$ cat src/rtl/pll_pkg.sv
package pll_pkg;
  localparam int REF_W     = 12;
  localparam int FB_W      = 14;
  localparam int MIN_RATIO = 16;
  localparam int LOCK_TOL  = 1;
  localparam int LOCK_CNT  = 4;
  localparam int N_LOOPS   = 2;
  localparam int LOOP_RX   = 0;
  localparam int LOOP_TX   = 1;

  typedef enum logic [1:0] {RT_DIRECT = 2'd0, RT_QUARTER = 2'd1, RT_TWENTYFIFTH = 2'd2} route_t;

  function automatic route_t route_pick(input logic [1:0] sel, input int loop);
    route_t r;
    case (sel)
      2'b00:   r = RT_DIRECT;
      2'b01:   r = (loop == LOOP_TX) ? RT_DIRECT : RT_QUARTER;
      2'b10:   r = (loop == LOOP_TX) ? RT_QUARTER : RT_TWENTYFIFTH;
      default: r = RT_TWENTYFIFTH;
    endcase
    return r;
  endfunction
endpackage

$ cat src/rtl/pll_divider.sv
module pll_divider #(
  parameter int W   = 14,
  parameter int MIN = 16
) (
  input  logic         clk,
  input  logic         rst_n,
  input  logic         en,
  input  logic [W-1:0] ratio,
  output logic         tc
);
  logic [W-1:0] cnt;
  logic [W-1:0] eff;

  assign eff = (ratio < W'(MIN)) ? W'(MIN) : ratio;

  always_ff @(posedge clk) begin
    if (!rst_n) begin
      cnt <= W'(1);
      tc  <= 1'b0;
    end else begin
      tc <= 1'b0;
      if (en) begin
        if (cnt <= W'(1)) begin
          cnt <= eff;
          tc  <= 1'b1;
        end else begin
          cnt <= cnt - W'(1);
        end
      end
    end
  end


  div_no_double_chk: assert property (@(posedge clk) disable iff (!rst_n)
    tc |=> !tc);
endmodule

$ cat src/rtl/pll_route.sv
module pll_route
  import pll_pkg::*;
(
  input  logic               clk,
  input  logic               rst_n,
  input  logic               ref_p,
  input  logic [1:0]         sel,
  output logic [N_LOOPS-1:0] cmp_p
);
  logic p4, p25;

  pll_divider #(.W(3), .MIN(2)) u_quarter (
    .clk(clk), .rst_n(rst_n), .en(ref_p), .ratio(3'd4), .tc(p4));
  pll_divider #(.W(5), .MIN(2)) u_twentyfifth (
    .clk(clk), .rst_n(rst_n), .en(ref_p), .ratio(5'd25), .tc(p25));

  for (genvar g = 0; g < N_LOOPS; g++) begin : g_mux
    always_comb begin
      case (route_pick(sel, g))
        RT_QUARTER:     cmp_p[g] = p4;
        RT_TWENTYFIFTH: cmp_p[g] = p25;
        default:        cmp_p[g] = ref_p;
      endcase
    end
  end


  route_quarter_chk: assert property (@(posedge clk) disable iff (!rst_n)
    p4 |-> $past(ref_p));
endmodule

$ cat src/rtl/pll_pfd.sv
module pll_pfd
  import pll_pkg::*;
(
  input  logic clk,
  input  logic rst_n,
  input  logic ref_p,
  input  logic fb_p,
  output logic up_q,
  output logic dn_q,
  output logic locked
);
  localparam int GW = $clog2(LOCK_CNT + 1);

  logic          up_n, dn_n, active, bad_now, bad_win;
  logic [7:0]    wcnt;
  logic [GW-1:0] good;

  assign up_n    = up_q | ref_p;
  assign dn_n    = dn_q | fb_p;
  assign active  = up_q | dn_q;
  assign bad_now = active && (wcnt >= 8'(LOCK_TOL));
  assign locked  = (good == GW'(LOCK_CNT));

  always_ff @(posedge clk) begin
    if (!rst_n) begin
      up_q <= 1'b0;
      dn_q <= 1'b0;
    end else if (up_n && dn_n) begin
      up_q <= 1'b0;
      dn_q <= 1'b0;
    end else begin
      up_q <= up_n;
      dn_q <= dn_n;
    end
  end

  always_ff @(posedge clk) begin
    if (!rst_n) begin
      wcnt    <= '0;
      bad_win <= 1'b0;
      good    <= '0;
    end else begin
      if (active) wcnt <= (wcnt == 8'hFF) ? wcnt : wcnt + 8'd1;
      else        wcnt <= '0;
      if (ref_p) begin
        bad_win <= 1'b0;
        if (bad_win || bad_now)       good <= '0;
        else if (good < GW'(LOCK_CNT)) good <= good + GW'(1);
      end else begin
        bad_win <= bad_win | bad_now;
      end
    end
  end


  pfd_up_src_chk: assert property (@(posedge clk) disable iff (!rst_n)
    $rose(up_q) |-> ($past(ref_p) && !$past(fb_p)));

  pfd_dn_src_chk: assert property (@(posedge clk) disable iff (!rst_n)
    $rose(dn_q) |-> ($past(fb_p) && !$past(ref_p)));

  pfd_coincide_chk: assert property (@(posedge clk) disable iff (!rst_n)
    (ref_p && fb_p && !up_q && !dn_q) |=> (!up_q && !dn_q));

  lock_at_cmp_chk: assert property (@(posedge clk) disable iff (!rst_n)
    $rose(locked) |-> $past(ref_p));
endmodule

$ cat src/rtl/dual_pll_core.sv
module dual_pll_core
  import pll_pkg::*;
(
  input  logic             clk,
  input  logic             rst_n,
  input  logic [REF_W-1:0] ref_ratio,
  input  logic [FB_W-1:0]  rx_ratio,
  input  logic [FB_W-1:0]  tx_ratio,
  input  logic [1:0]       route_sel,
  input  logic             rx_fb_tick,
  input  logic             tx_fb_tick,
  output logic             rx_up,
  output logic             rx_dn,
  output logic             rx_oe,
  output logic             tx_up,
  output logic             tx_dn,
  output logic             tx_oe,
  output logic             unlock
);
  logic               ref_p;
  logic [N_LOOPS-1:0] cmp_p, fb_p, tick, up, dn, locked;
  logic [FB_W-1:0]    ratio [N_LOOPS];

  assign tick[LOOP_RX]  = rx_fb_tick;
  assign tick[LOOP_TX]  = tx_fb_tick;
  assign ratio[LOOP_RX] = rx_ratio;
  assign ratio[LOOP_TX] = tx_ratio;

  pll_divider #(.W(REF_W), .MIN(MIN_RATIO)) u_ref_div (
    .clk(clk), .rst_n(rst_n), .en(1'b1), .ratio(ref_ratio), .tc(ref_p));

  pll_route u_route (
    .clk(clk), .rst_n(rst_n), .ref_p(ref_p), .sel(route_sel), .cmp_p(cmp_p));

  for (genvar g = 0; g < N_LOOPS; g++) begin : g_loop
    pll_divider #(.W(FB_W), .MIN(MIN_RATIO)) u_fb_div (
      .clk(clk), .rst_n(rst_n), .en(tick[g]), .ratio(ratio[g]), .tc(fb_p[g]));
    pll_pfd u_pfd (
      .clk(clk), .rst_n(rst_n), .ref_p(cmp_p[g]), .fb_p(fb_p[g]),
      .up_q(up[g]), .dn_q(dn[g]), .locked(locked[g]));
  end

  assign rx_up  = up[LOOP_RX];
  assign rx_dn  = dn[LOOP_RX];
  assign tx_up  = up[LOOP_TX];
  assign tx_dn  = dn[LOOP_TX];
  assign rx_oe  = up[LOOP_RX] | dn[LOOP_RX];
  assign tx_oe  = up[LOOP_TX] | dn[LOOP_TX];
  assign unlock = ~&locked;


  reset_unlock_chk: assert property (@(posedge clk)
    $past(!rst_n) |-> unlock);
endmodule

$ cat config.mk
export PLATFORM = sky130hd
export DESIGN_NAME = dual_pll_core
export DESIGN_NICKNAME = d
export VERILOG_FILES = /design/src/rtl/pll_pkg.sv /design/src/rtl/pll_divider.sv /design/src/rtl/pll_route.sv /design/src/rtl/pll_pfd.sv /design/src/rtl/dual_pll_core.sv
export SDC_FILE = /design/constraint.sdc
export NUM_CORES = 1
export LEC_CHECK = 0
export BUFFER_PORTS_ARGS = -buffer_cell sky130_fd_sc_hd__buf_2
export CAP_MARGIN = 10
export CORE_AREA = 8 8 144 146
export DETAILED_ROUTE_END_ITERATION = 6
export DIE_AREA = 0 0 152 154
export GPL_TIMING_DRIVEN = 1
export PLACE_DENSITY = 0.43
export SYNTH_ARGS = -nofsm -noshare
export SYNTH_HDL_FRONTEND = slang
export SYNTH_SLANG_ARGS = --single-unit
$ cat constraint.sdc
create_clock -name clk -period 2.7 [get_ports clk]
set_input_delay 0.135 -clock clk [delete_from_list [all_inputs] [get_ports clk]]
set_output_delay 0.135 -clock clk [all_outputs]
set_load 0.01 [all_outputs]
==> flow_summary.yaml, run 1 <==
pwr:
  seqPwrFrac_pct: 32.5
  power_per_cell_area_nw_per_um2: 1090
  p_leak_nw: 2.00
  p_switching_mw: 2.48
  p_clk_share_pct: 21.6
  switching_share_pct: 43.0
  p_comb_share_pct: 45.9
  power_mw: 5.78
  p_int_mw: 3.30
  vdd_ir_drop_max_mv: 0.531
clock_network:
  cts-root-buf: "clkbuf_16"
  cts_tree: "yes"
  clock_path_buffers: 2
  cts_buffers: 9
  clk_pin_slew_ns: 0.06
  cts.sink_count: 81
  cts_resized: 0
  htreeDepth: 3
  hold_buffers: 0
  clkLatencyLatePin_ns: 0.35
  postCtsSetupRepairBufs: 0
die:
  coreArea_um2: 18500
  io_pins: 53
  die_h_um: 154
  die_area_um2: 23400
  start_util_pct: 24.4
  die_w_um: 152
  rows: 50
yosys:
  synth_top_area_share_pct: 36.0
  netlist_top_cells_area: "dfxtp_1 36%, ha_1 5.3%, nor2_1 3.5%"
  ys.flop_type: "dfxtp_1"
  avgSynthCellArea_um2: 8.45
  yosysSeqAreaShare_pct: 36.0
  async_flop_share_pct: 0
  yosys.area.top_type: "dfxtp_1"
  synth_warnings: 0
  ys_types: 63
  syn_area_um2: 4500
  synth_edf_count: 0
  synth_nets: 598
  ys_ff_latch: 81
  synth_cells: 533
final_layout:
  num_antenna_cells: 0
  drive_gt1_share_pct: 16.6
  instances_no_fill: 818
  fill_cells: 1926
  nets: 645
  syn_to_final_growth_pct: 17.6
sta:
  min_period_over_period_pct: 81.1
  min_period_ns: 2.19
  fmax_mhz: 457
  final-setup-viol-count: 0
  finalHoldViolations: 0
  worst_pin_slew_ns: 0.585
  finClkSkew_ns: 0.00857
  max-slew-margin-rel_pct: 60.7
  drv_slew: 0
  rsz0062_at_grt: "no"
  tns_ns: 0
placed_design:
  place.gp.congestion: 0.813
  io_buffers: 52
  hpwl_um: 9040
  place_inst: 803
global_routing:
  grt_max_degree: 42
  grt_pass1_wl_um: 20700
  grt_usage_pct: 10.7
  grt_pass1_vias: 4119
  antenna_found_initial: 0
  grt-ovfl-total: 0
setup_path:
  cp_slowest_stage_delay_ns: 0.51
  slowest_stage: "or4_1"
  end_kind: "flip-flop"
  path_class: "reg2reg"
  worstPathRequired_ns: 2.97
  crit_family: "simple AND/OR/NAND/NOR gates"
  crit_chain: "inv_1, ha_1, or2_2, and4_1, or4_1, a31oi_1"
  cp_data_arrival_time_ns: 2.46
  rr_worst_depth: 6
  critical_path_depth: 6
  start_kind: "flip-flop"
  cp.buffers_inverters: 1
  crit_path_max_fanout: 14
job:
  cap_violations: 0
outcome:
  status: "completed"
detailed_routing:
  num_vias: 4220
  via_per_inst: 5.16
  drc: 0
  antenna_left: 0
  firstDrtPassIters: 4
  drtIter0Drc: 272
  drt-wirelength-per-cell_um: 15.0
  wl_um: 12300
worst_hold_path:
  hold_depth: 3
  min_path_type: "in2reg"
## placed cells by master (no fill, tap or decap), types with 11 or more instances in the layout
cell type / netlist / final
mux2i_1: 12 / 12
a21oi_1: 22 / 22
o21ai_0: 20 / 20
dfxtp_1: 81 / 81
nor2_1: 42 / 42
nand3_1: 31 / 31
inv_1: 23 / 23
and3_1: 12 / 12
o211ai_1: 11 / 11
nor4_1: 16 / 16
ha_1: 19 / 19
nor3_1: 16 / 16
nand2_1: 31 / 31
a31oi_1: 14 / 14
buf_2: 3 / 52
nand4_1: 16 / 16
## power by group through the flow
| stage | registers, mW | logic (mW) | clock network [mW] |
|---|---|---|---|
| after detailed placement | 1.90 | 2.64 | 0 |
| after floorplan | 1.81 | 2.14 | 0 |
| after global placement | 1.89 | 2.64 | 0 |
| after CTS | 1.88 | 2.65 | 1.29 |
| final | 1.88 | 2.66 | 1.25 |
| after global routing | 1.93 | 2.97 | 1.35 |
## stage by stage
step | hold WS [ns] | instance area, µm² | worst slack, ns | utilization (%)
floorplan | 0.285 | 4500 | 0.752 | -
global placement | 0.387 | 5000 | 0.606 | 27.1
detailed placement | 0.400 | 5000 | 0.554 | 27.1
CTS | 0.0335 | 5300 | 0.514 | 28.7
global route | 0.0474 | 5300 | 0.309 | 28.7
finish | 0.0464 | 5300 | 0.510 | 28.7
## registers in the layout (all words and copies together) (netlist names)
signal	count
g_loop.u_fb_div.cnt	28
g_loop.u_pfd.wcnt	16
u_ref_div.cnt	12
g_loop.u_pfd.good	6
u_route.u_twentyfifth.cnt	5
u_route.u_quarter.cnt	3
g_loop.u_fb_div.tc	2
g_loop.u_pfd.bad_win	2
g_loop.u_pfd.dn_q	2
g_loop.u_pfd.up_q	2
u_ref_div.tc	1
u_route.u_quarter.tc	1
u_route.u_twentyfifth.tc	1
## final timing paths
path,start,to,slack (ns)
max,g_loop[1].u_fb_div.cnt[0]$_SDFFE_PN1P_,g_loop[1].u_fb_div.cnt[3]$_SDFFE_PN0P_,0.51
min reg2reg,g_loop[0].u_pfd.up_q$_SDFF_PP0_,g_loop[0].u_pfd.dn_q$_SDFF_PP0_,0.47
min,ref_ratio[0],u_ref_div.cnt[0]$_SDFF_PN1_,0.05
max reg2reg,g_loop[1].u_fb_div.cnt[0]$_SDFFE_PN1P_,g_loop[1].u_fb_div.cnt[3]$_SDFFE_PN0P_,0.51
## tightest hold or removal path: stages
cell and delay (ns):
buf_2 0.08, nand4_1 0.06, nand3_1 0.08
## kinds of logic after synthesis
logic type | Yosys count | synth area share (%)
AND/OR/NAND/NOR | 233 | 29.8
buffers and inverters | 43 | 3.75
AO/OA/AOI/OAI | 129 | 19.3
multiplexers | 13 | 2.92
XOR/XNOR | 15 | 2.92
adder cells (fa/ha/maj) | 19 | 5.28
flip-flops | 81 | 36.0
## metal layers
metal	routed length [µm]	vias up	track usage [%]
li1	-	2119	-
met1	5760	1978	13.3
met2	5740	97	17.5
met3	458	26	1.96
met4	322	0	5.24
met5	0	-	0
## layout make-up
type | count | area (µm²) | share of cell area (%)
multi-input combinational | 409 | 2710 | 51.2
timing repair buffer | 56 | 290 | 5.48
clock inverter | 6 | 68.8 | 1.30
inverter | 23 | 86.3 | 1.63
sequential | 81 | 1620 | 30.6
tap | 234 | 293 | 5.53
clock buffer | 9 | 225 | 4.25
## synth_stat cells (11+ instances only)
cell / count
dfxtp_1: 81
nor2_1: 42
nand2_1: 31
nand3_1: 31
inv_1: 23
a21oi_1: 22
o21ai_0: 20
ha_1: 19
nand4_1: 16
nor3_1: 16
nor4_1: 16
a31oi_1: 14
clkbuf_1: 13
and3_1: 12
mux2i_1: 12
o211ai_1: 11
(Power assumes the default switching activity.)
==> run 2, diff against run 1 <==
--- a/config.mk
+++ b/config.mk
@@ -5,13 +5,14 @@
 export SDC_FILE = /design/constraint.sdc
 export NUM_CORES = 1
 export LEC_CHECK = 0
+export ABC_AREA = 1
 export BUFFER_PORTS_ARGS = -buffer_cell sky130_fd_sc_hd__buf_2
 export CAP_MARGIN = 10
-export CORE_AREA = 8 8 144 146
+export CORE_AREA = 8 8 149 151
 export DETAILED_ROUTE_END_ITERATION = 6
-export DIE_AREA = 0 0 152 154
+export DIE_AREA = 0 0 157 159
 export GPL_TIMING_DRIVEN = 1
-export PLACE_DENSITY = 0.43
+export PLACE_DENSITY = 0.44
 export SYNTH_ARGS = -nofsm -noshare
 export SYNTH_HDL_FRONTEND = slang
 export SYNTH_SLANG_ARGS = --single-unit
==> constraint.sdc (replaced) <==
create_clock -name clk -period 1.8 [get_ports clk]
set_input_delay 0.09 -clock clk [delete_from_list [all_inputs] [get_ports clk]]
set_output_delay 0.09 -clock clk [all_outputs]
set_load 0.01 [all_outputs]
==> flow_summary.yaml, run 2 <==
global_routing:
  grt_pass1_vias: 4430
  grt_max_degree: 33
  grt_usage_pct: 10.5
  grt_pass1_wl_um: 21500
  antenna_found_initial: 0
  grt-ovfl-total: 0
yosys:
  synth_nets: 797
  async_flop_share_pct: 0
  synth_cells: 732
  ys.flop_type: "dfxtp_1"
  synth_warnings: 0
  synth_edf_count: 0
  avgSynthCellArea_um2: 6.62
  yosysSeqAreaShare_pct: 33.5
  ys_ff_latch: 81
  yosys.area.top_type: "dfxtp_1"
  synth.most_common_cell: "nand2_1"
  syn_area_um2: 4850
  netlist_top_cells_area: "dfxtp_1 33%, nand2_1 11%, inv_1 8.9%"
  ys_types: 40
  yosys-top-cells-count: "147 x nand2_1, 115 x inv_1, 94 x nor2_1"
  synth_top_area_share_pct: 33.5
final_layout:
  fill_cells: 2202
  largest_reg_flops: 28
  drive_gt1_share_pct: 15.9
  layout_common_cells: "147 x nand2_1, 115 x inv_1, 94 x nor2_1"
  stdcell_area_um2: 5910
  multiInputGateArea_um2: 2700
  num_antenna_cells: 0
  area.sequential_um2: 1620
  nets: 871
  regMostFlops: "g_loop.u_fb_div.cnt"
  final_common_cell: "nand2_1"
  largest_registers: "g_loop.u_fb_div.cnt: 28 flops, g_loop.u_pfd.wcnt: 16 flops, u_ref_div.cnt: 12 flops"
  syn_to_final_growth_pct: 22.0
detailed_routing:
  drtIter0Drc: 261
  wl_um: 12800
  num_vias: 4656
  firstDrtPassIters: 6
  drt-wirelength-per-cell_um: 11.8
  drc: 0
  antenna_left: 0
  via_per_inst: 4.31
pwr:
  power_per_cell_area_nw_per_um2: 1680
  p_leak_nw: 2.78
  p_int_mw: 5.52
  p_comb_share_pct: 52.2
  switching_share_pct: 44.5
  p_switching_mw: 4.43
  power_mw: 9.95
  seqPwrFrac_pct: 27.3
  p_clk_share_pct: 20.5
  vdd_ir_drop_max_mv: 0.627
sta:
  fmax_mhz: 600
  max-slew-margin-rel_pct: 68.9
  finClkSkew_ns: 0.00599
  min_period_over_period_pct: 92.5
  drv_slew: 0
  finalHoldViolations: 0
  final-setup-viol-count: 0
  min_period_ns: 1.67
  tns_ns: 0
  worst_pin_slew_ns: 0.464
die:
  start_util_pct: 24.4
  die_h_um: 159
  io_pins: 53
  die_w_um: 157
  rows: 52
  die_area_um2: 25000
  coreArea_um2: 19800
placed_design:
  hpwl_um: 9550
  io_buffers: 52
  placed_area_um2: 5500
  place.gp.congestion: 0.808
setup_path:
  start_kind: "flip-flop"
  cp_data_arrival_time_ns: 1.90
  crit_path_max_fanout: 14
  path_class: "reg2reg"
  end_kind: "flip-flop"
  worstPathRequired_ns: 2.03
worst_hold_path:
  min_path_type: "in2reg"
clock_network:
  cts_buffers: 9
  clkLatencyLatePin_ns: 0.34
  clock_path_buffers: 2
  cts-root-buf: "clkbuf_16"
  cts.sink_count: 81
  clk_pin_slew_ns: 0.07
  htreeDepth: 3
  cts_tree: "yes"
outcome:
  status: "completed"
job:
  cap_violations: 0
==> run 2: changes by cell type after synthesis, moves of 9 or more <==
cell and change:
o21ai_0 +22, nor2_1 +52, inv_1 +92, nand3_1 +31
and3_1 -12, nand2_1 +116, nor4_1 -15, mux2i_1 -12
or4_1 -9, a21oi_1 +25
==> run 2: kinds of logic after synthesis <==
family	synth area share, %
AND/OR/NAND/NOR	34.4
buffers and inverters	10.9
AO/OA/AOI/OAI	14.3
flip-flops	33.5
adder cells (fa/ha/maj)	4.91
XOR/XNOR	1.99
==> run 2: critical path: stages (launching register included) <==
cell and delay, ns:
dfxtp_1 0.33, inv_1 0.09, ha_1 0.21, nand2_2 0.12, nor2_8 0.14, nand3_4 0.16
nand2_8 0.17, buf_4 0.12, nand3_2 0.06, nand3_1 0.09, a21oi_1 0.07
==> run 2: cell type report <==
class | instances | share of cell area (%)
multi-input combinational | 517 | 45.7
sequential | 81 | 27.4
tap | 270 | 5.71
clock inverter | 5 | 1.33
timing repair buffer | 78 | 8.08
inverter | 119 | 7.60
clock buffer | 11 | 4.11
==> run 2: worst paths after layout <==
check | from | endpoint | slack (ns) | depth (start not counted)
max | g_loop[1].u_fb_div.cnt[0]$_SDFFE_PN1P_ | g_loop[1].u_fb_div.cnt[4]$_SDFFE_PN0P_ | 0.13 | 10
min | tx_ratio[0] | g_loop[1].u_fb_div.cnt[0]$_SDFFE_PN1P_ | 0.008 | 3
max reg2reg | g_loop[1].u_fb_div.cnt[0]$_SDFFE_PN1P_ | g_loop[1].u_fb_div.cnt[4]$_SDFFE_PN0P_ | 0.13 | 10
min reg2reg | u_route.u_quarter.cnt[2]$_SDFFE_PN0P_ | u_route.u_quarter.cnt[2]$_SDFFE_PN0P_ | 0.47 | 2
==> run 2: power groups by stage <==
stage	clock [mW]	sequential, mW	combinational [mW]
global placement	0	2.77	5.06
global route	2.19	2.80	5.95
floorplan	0	2.66	3.96
CTS	2.13	2.72	5.03
finish	2.04	2.72	5.19
detailed placement	0	2.75	5.00
==> run 2: metrics by stage <==
step                hold slack, ns  util (%)  setup slack [ns]  cells
CTS                       0.000347      29.5             0.131   1075
global placement             0.345      27.7             0.161   1055
global route                0.0126      29.8           -0.0275   1081
floorplan                    0.220         -             0.338    732
detailed placement           0.321      27.7             0.145   1055
finish                     0.00761      29.8             0.135   1081
==> run 2: what timing repair did <==
item                                    CTS  global route
hold buffers                              4             0
hold endpoints to repair                  4             0
buffers inserted                          0             6
endpoints found under the setup margin    0             5
resized for setup                         0             1
==> run 2: layer usage <==
| layer | GRT usage, % | wire, µm |
|---|---|---|
| met5 | 0 | 0 |
| met1 | 14.2 | 6570 |
| met4 | 2.62 | 145 |
| met2 | 16.2 | 5610 |
| met3 | 2.93 | 482 |
==> run 3, diff against run 2 <==
--- a/config.mk
+++ b/config.mk
@@ -9,6 +9,7 @@
 export BUFFER_PORTS_ARGS = -buffer_cell sky130_fd_sc_hd__buf_2
 export CAP_MARGIN = 10
 export CORE_AREA = 8 8 149 151
+export CTS_BUF_LIST = sky130_fd_sc_hd__clkbuf_2
 export DETAILED_ROUTE_END_ITERATION = 6
 export DIE_AREA = 0 0 157 159
 export GPL_TIMING_DRIVEN = 1
==> flow_summary.yaml, run 3 (synthesized netlist as in run 2, its figures left out) <==
final_layout:
  nets: 913
  layout_common_cells: "147 x nand2_1, 115 x inv_1, 94 x nor2_1"
  instances_no_fill: 1124
  final_common_cell: "nand2_1"
  syn_to_final_growth_pct: 27.1
  regMostFlops: "g_loop.u_fb_div.cnt"
  drive_gt1_share_pct: 15.5
  fill_cells: 2191
  largest_reg_flops: 28
  largest_registers: "g_loop.u_fb_div.cnt: 28 flops, g_loop.u_pfd.wcnt: 16 flops, u_ref_div.cnt: 12 flops"
sta:
  finClkSkew_ns: 0.0262
  tns_ns: 0
  drv_slew: 0
  min_period_ns: 1.68
  finalHoldViolations: 0
  fmax_mhz: 594
  worst_pin_slew_ns: 0.465
  min_period_over_period_pct: 93.5
  rsz0062_at_grt: "no"
  final-setup-viol-count: 0
  fin_ws_ns: 0.117
  max-slew-margin-rel_pct: 68.8
placed_design:
  io_buffers: 52
  place_inst: 1055
  place.gp.congestion: 0.808
  pre_cts_ws_ns: 0.145
  hpwl_um: 9550
detailed_routing:
  antenna_left: 0
  num_vias: 4802
  firstDrtPassIters: 4
  drc: 0
  wl_um: 13300
  drt-wirelength-per-cell_um: 11.8
  via_per_inst: 4.27
  drtIter0Drc: 308
setup_path:
  rr_worst_depth: 9
  crit_chain: "inv_1, ha_1, nand2_2, nor2_8, nand3_4, buf_4, nand3_1, nand3_1, a21oi_1"
  reg2reg_to: "g_loop[1].u_fb_div.cnt[9]$_SDFFE_PN0P_"
  crit_path_max_fanout: 6
  cp_data_arrival_time_ns: 2.19
  cp_slowest_stage_delay_ns: 0.39
  timing.rr.start: "g_loop[1].u_fb_div.cnt[0]$_SDFFE_PN1P_"
  cpMostUsedCell: "nand3_1"
  start_kind: "flip-flop"
  path_class: "reg2reg"
  end_kind: "flip-flop"
  slowest_stage: "dfxtp_2"
  r2r_setup_slack_ns: 0.12
  worstPathRequired_ns: 2.31
clock_network:
  cts-root-buf: "clkbuf_2"
  clkLatencyLatePin_ns: 0.57
  cts_tree: "yes"
  htreeDepth: 3
  clk_pin_slew_ns: 0.25
  cts.sink_count: 81
  cts_buffers: 9
  clock_path_buffers: 2
worst_hold_path:
  hold_start: "ref_ratio[0]"
  hold_depth: 4
  min_path_type: "in2reg"
  worstHoldEndpoint: "u_ref_div.cnt[0]$_SDFF_PN1_"
pwr:
  p_leak_nw: 2.88
  power_per_cell_area_nw_per_um2: 1490
  vdd_ir_drop_max_mv: 0.483
global_routing:
  antenna_found_initial: 1
  grt_usage_pct: 11.0
  grt_pass1_wl_um: 22300
  grt-ovfl-total: 0
  grt_pass1_vias: 4640
  grt_max_degree: 33
die:
  start_util_pct: 24.4
  die_h_um: 159
  coreArea_um2: 19800
  die_area_um2: 25000
  io_pins: 53
  die_w_um: 157
  rows: 52
job:
  cap_violations: 0
outcome:
  status: "completed"
[run 3: cell count changes in the layout (fill, tap and decap cells not counted), moves of 2 or more]
cell,delta
clkbuf_16,-9
clkbuf_2,+10
dfxtp_1,-2
dfxtp_2,+2
dlygate4sd3_1,+41
[run 3: power by group]
part / internal, mW / switching [mW] / total (mW) / leakage (nW)
Combinational: 2.03 / 3.31 / 5.34 / 2.13
Sequential: 2.30 / 0.410 / 2.71 / 0.662
Clock: 0.459 / 0.698 / 1.16 / 0.0833
[run 3: metal layers]
metal / part of all wire [%] / track usage, % / wire, µm / vias up
met5: 0 / 0 / 0 / -
met3: 3.3 / 2.61 / 441 / 4
li1: - / - / - / 2590
met1: 50 / 14.2 / 6600 / 2143
met2: 46 / 17.5 / 6130 / 65
met4: 0.55 / 3.54 / 73 / 0
[run 3: layout make-up]
type | count | area, µm² | share of cell area (%)
Antenna cell | 1 | 2.50 | 0.0406
Clock buffer | 10 | 50.0 | 0.812
Clock inverter | 6 | 82.6 | 1.34
Inverter | 119 | 449 | 7.29
Multi-Input combinational cell | 519 | 2730 | 44.4
Sequential cell | 81 | 1620 | 26.4
Tap cell | 270 | 338 | 5.48
Timing Repair Buffer | 118 | 881 | 14.3
[run 3: worst max path at each step]
stage | start | to | slack, ns | depth (start not counted)
floorplan | g_loop[0].u_fb_div.cnt[0]$_SDFFE_PN1P_ | g_loop[0].u_fb_div.cnt[4]$_SDFFE_PN0P_ | 0.34 | 10
global placement | g_loop[1].u_fb_div.cnt[0]$_SDFFE_PN1P_ | g_loop[1].u_fb_div.cnt[11]$_SDFFE_PN0P_ | 0.16 | 11
detailed placement | g_loop[0].u_fb_div.cnt[0]$_SDFFE_PN1P_ | g_loop[0].u_fb_div.tc$_SDFF_PN0_ | 0.15 | 9
CTS | g_loop[1].u_fb_div.cnt[0]$_SDFFE_PN1P_ | g_loop[1].u_fb_div.cnt[12]$_SDFFE_PN0P_ | 0.08 | 10
global route | g_loop[1].u_fb_div.cnt[0]$_SDFFE_PN1P_ | g_loop[1].u_fb_div.cnt[9]$_SDFFE_PN0P_ | 0.008 | 9
finish | g_loop[1].u_fb_div.cnt[0]$_SDFFE_PN1P_ | g_loop[1].u_fb_div.cnt[9]$_SDFFE_PN0P_ | 0.12 | 9
[run 3: what timing repair did]
action	CTS	global route
setup buffers	0	5
hold buffers	45	0
endpoints found under the hold margin	56	0
endpoints found under the setup margin	0	12
resized for setup	0	4
[run 3: metrics by stage]
stage | util, % | power (mW) | hold slack, ns | area (µm²)
finish | 31.0 | 9.21 | 0.270 | 6160
global route | 31.0 | 10.2 | 0.206 | 6160
CTS | 30.6 | 9.06 | 0.156 | 6080
detailed placement | 27.7 | 7.75 | 0.321 | 5500
global placement | 27.7 | 7.82 | 0.345 | 5500
floorplan | - | 6.62 | 0.220 | 4850
[run 3: worst max-delay path: cells and delay by family, from the launching register on]
family | cells | cell delay [ns]
simple gates | 5 | 0.60
flops | 1 | 0.39
buf+inv | 2 | 0.27
fa+ha+maj | 1 | 0.21
compound gates | 1 | 0.15
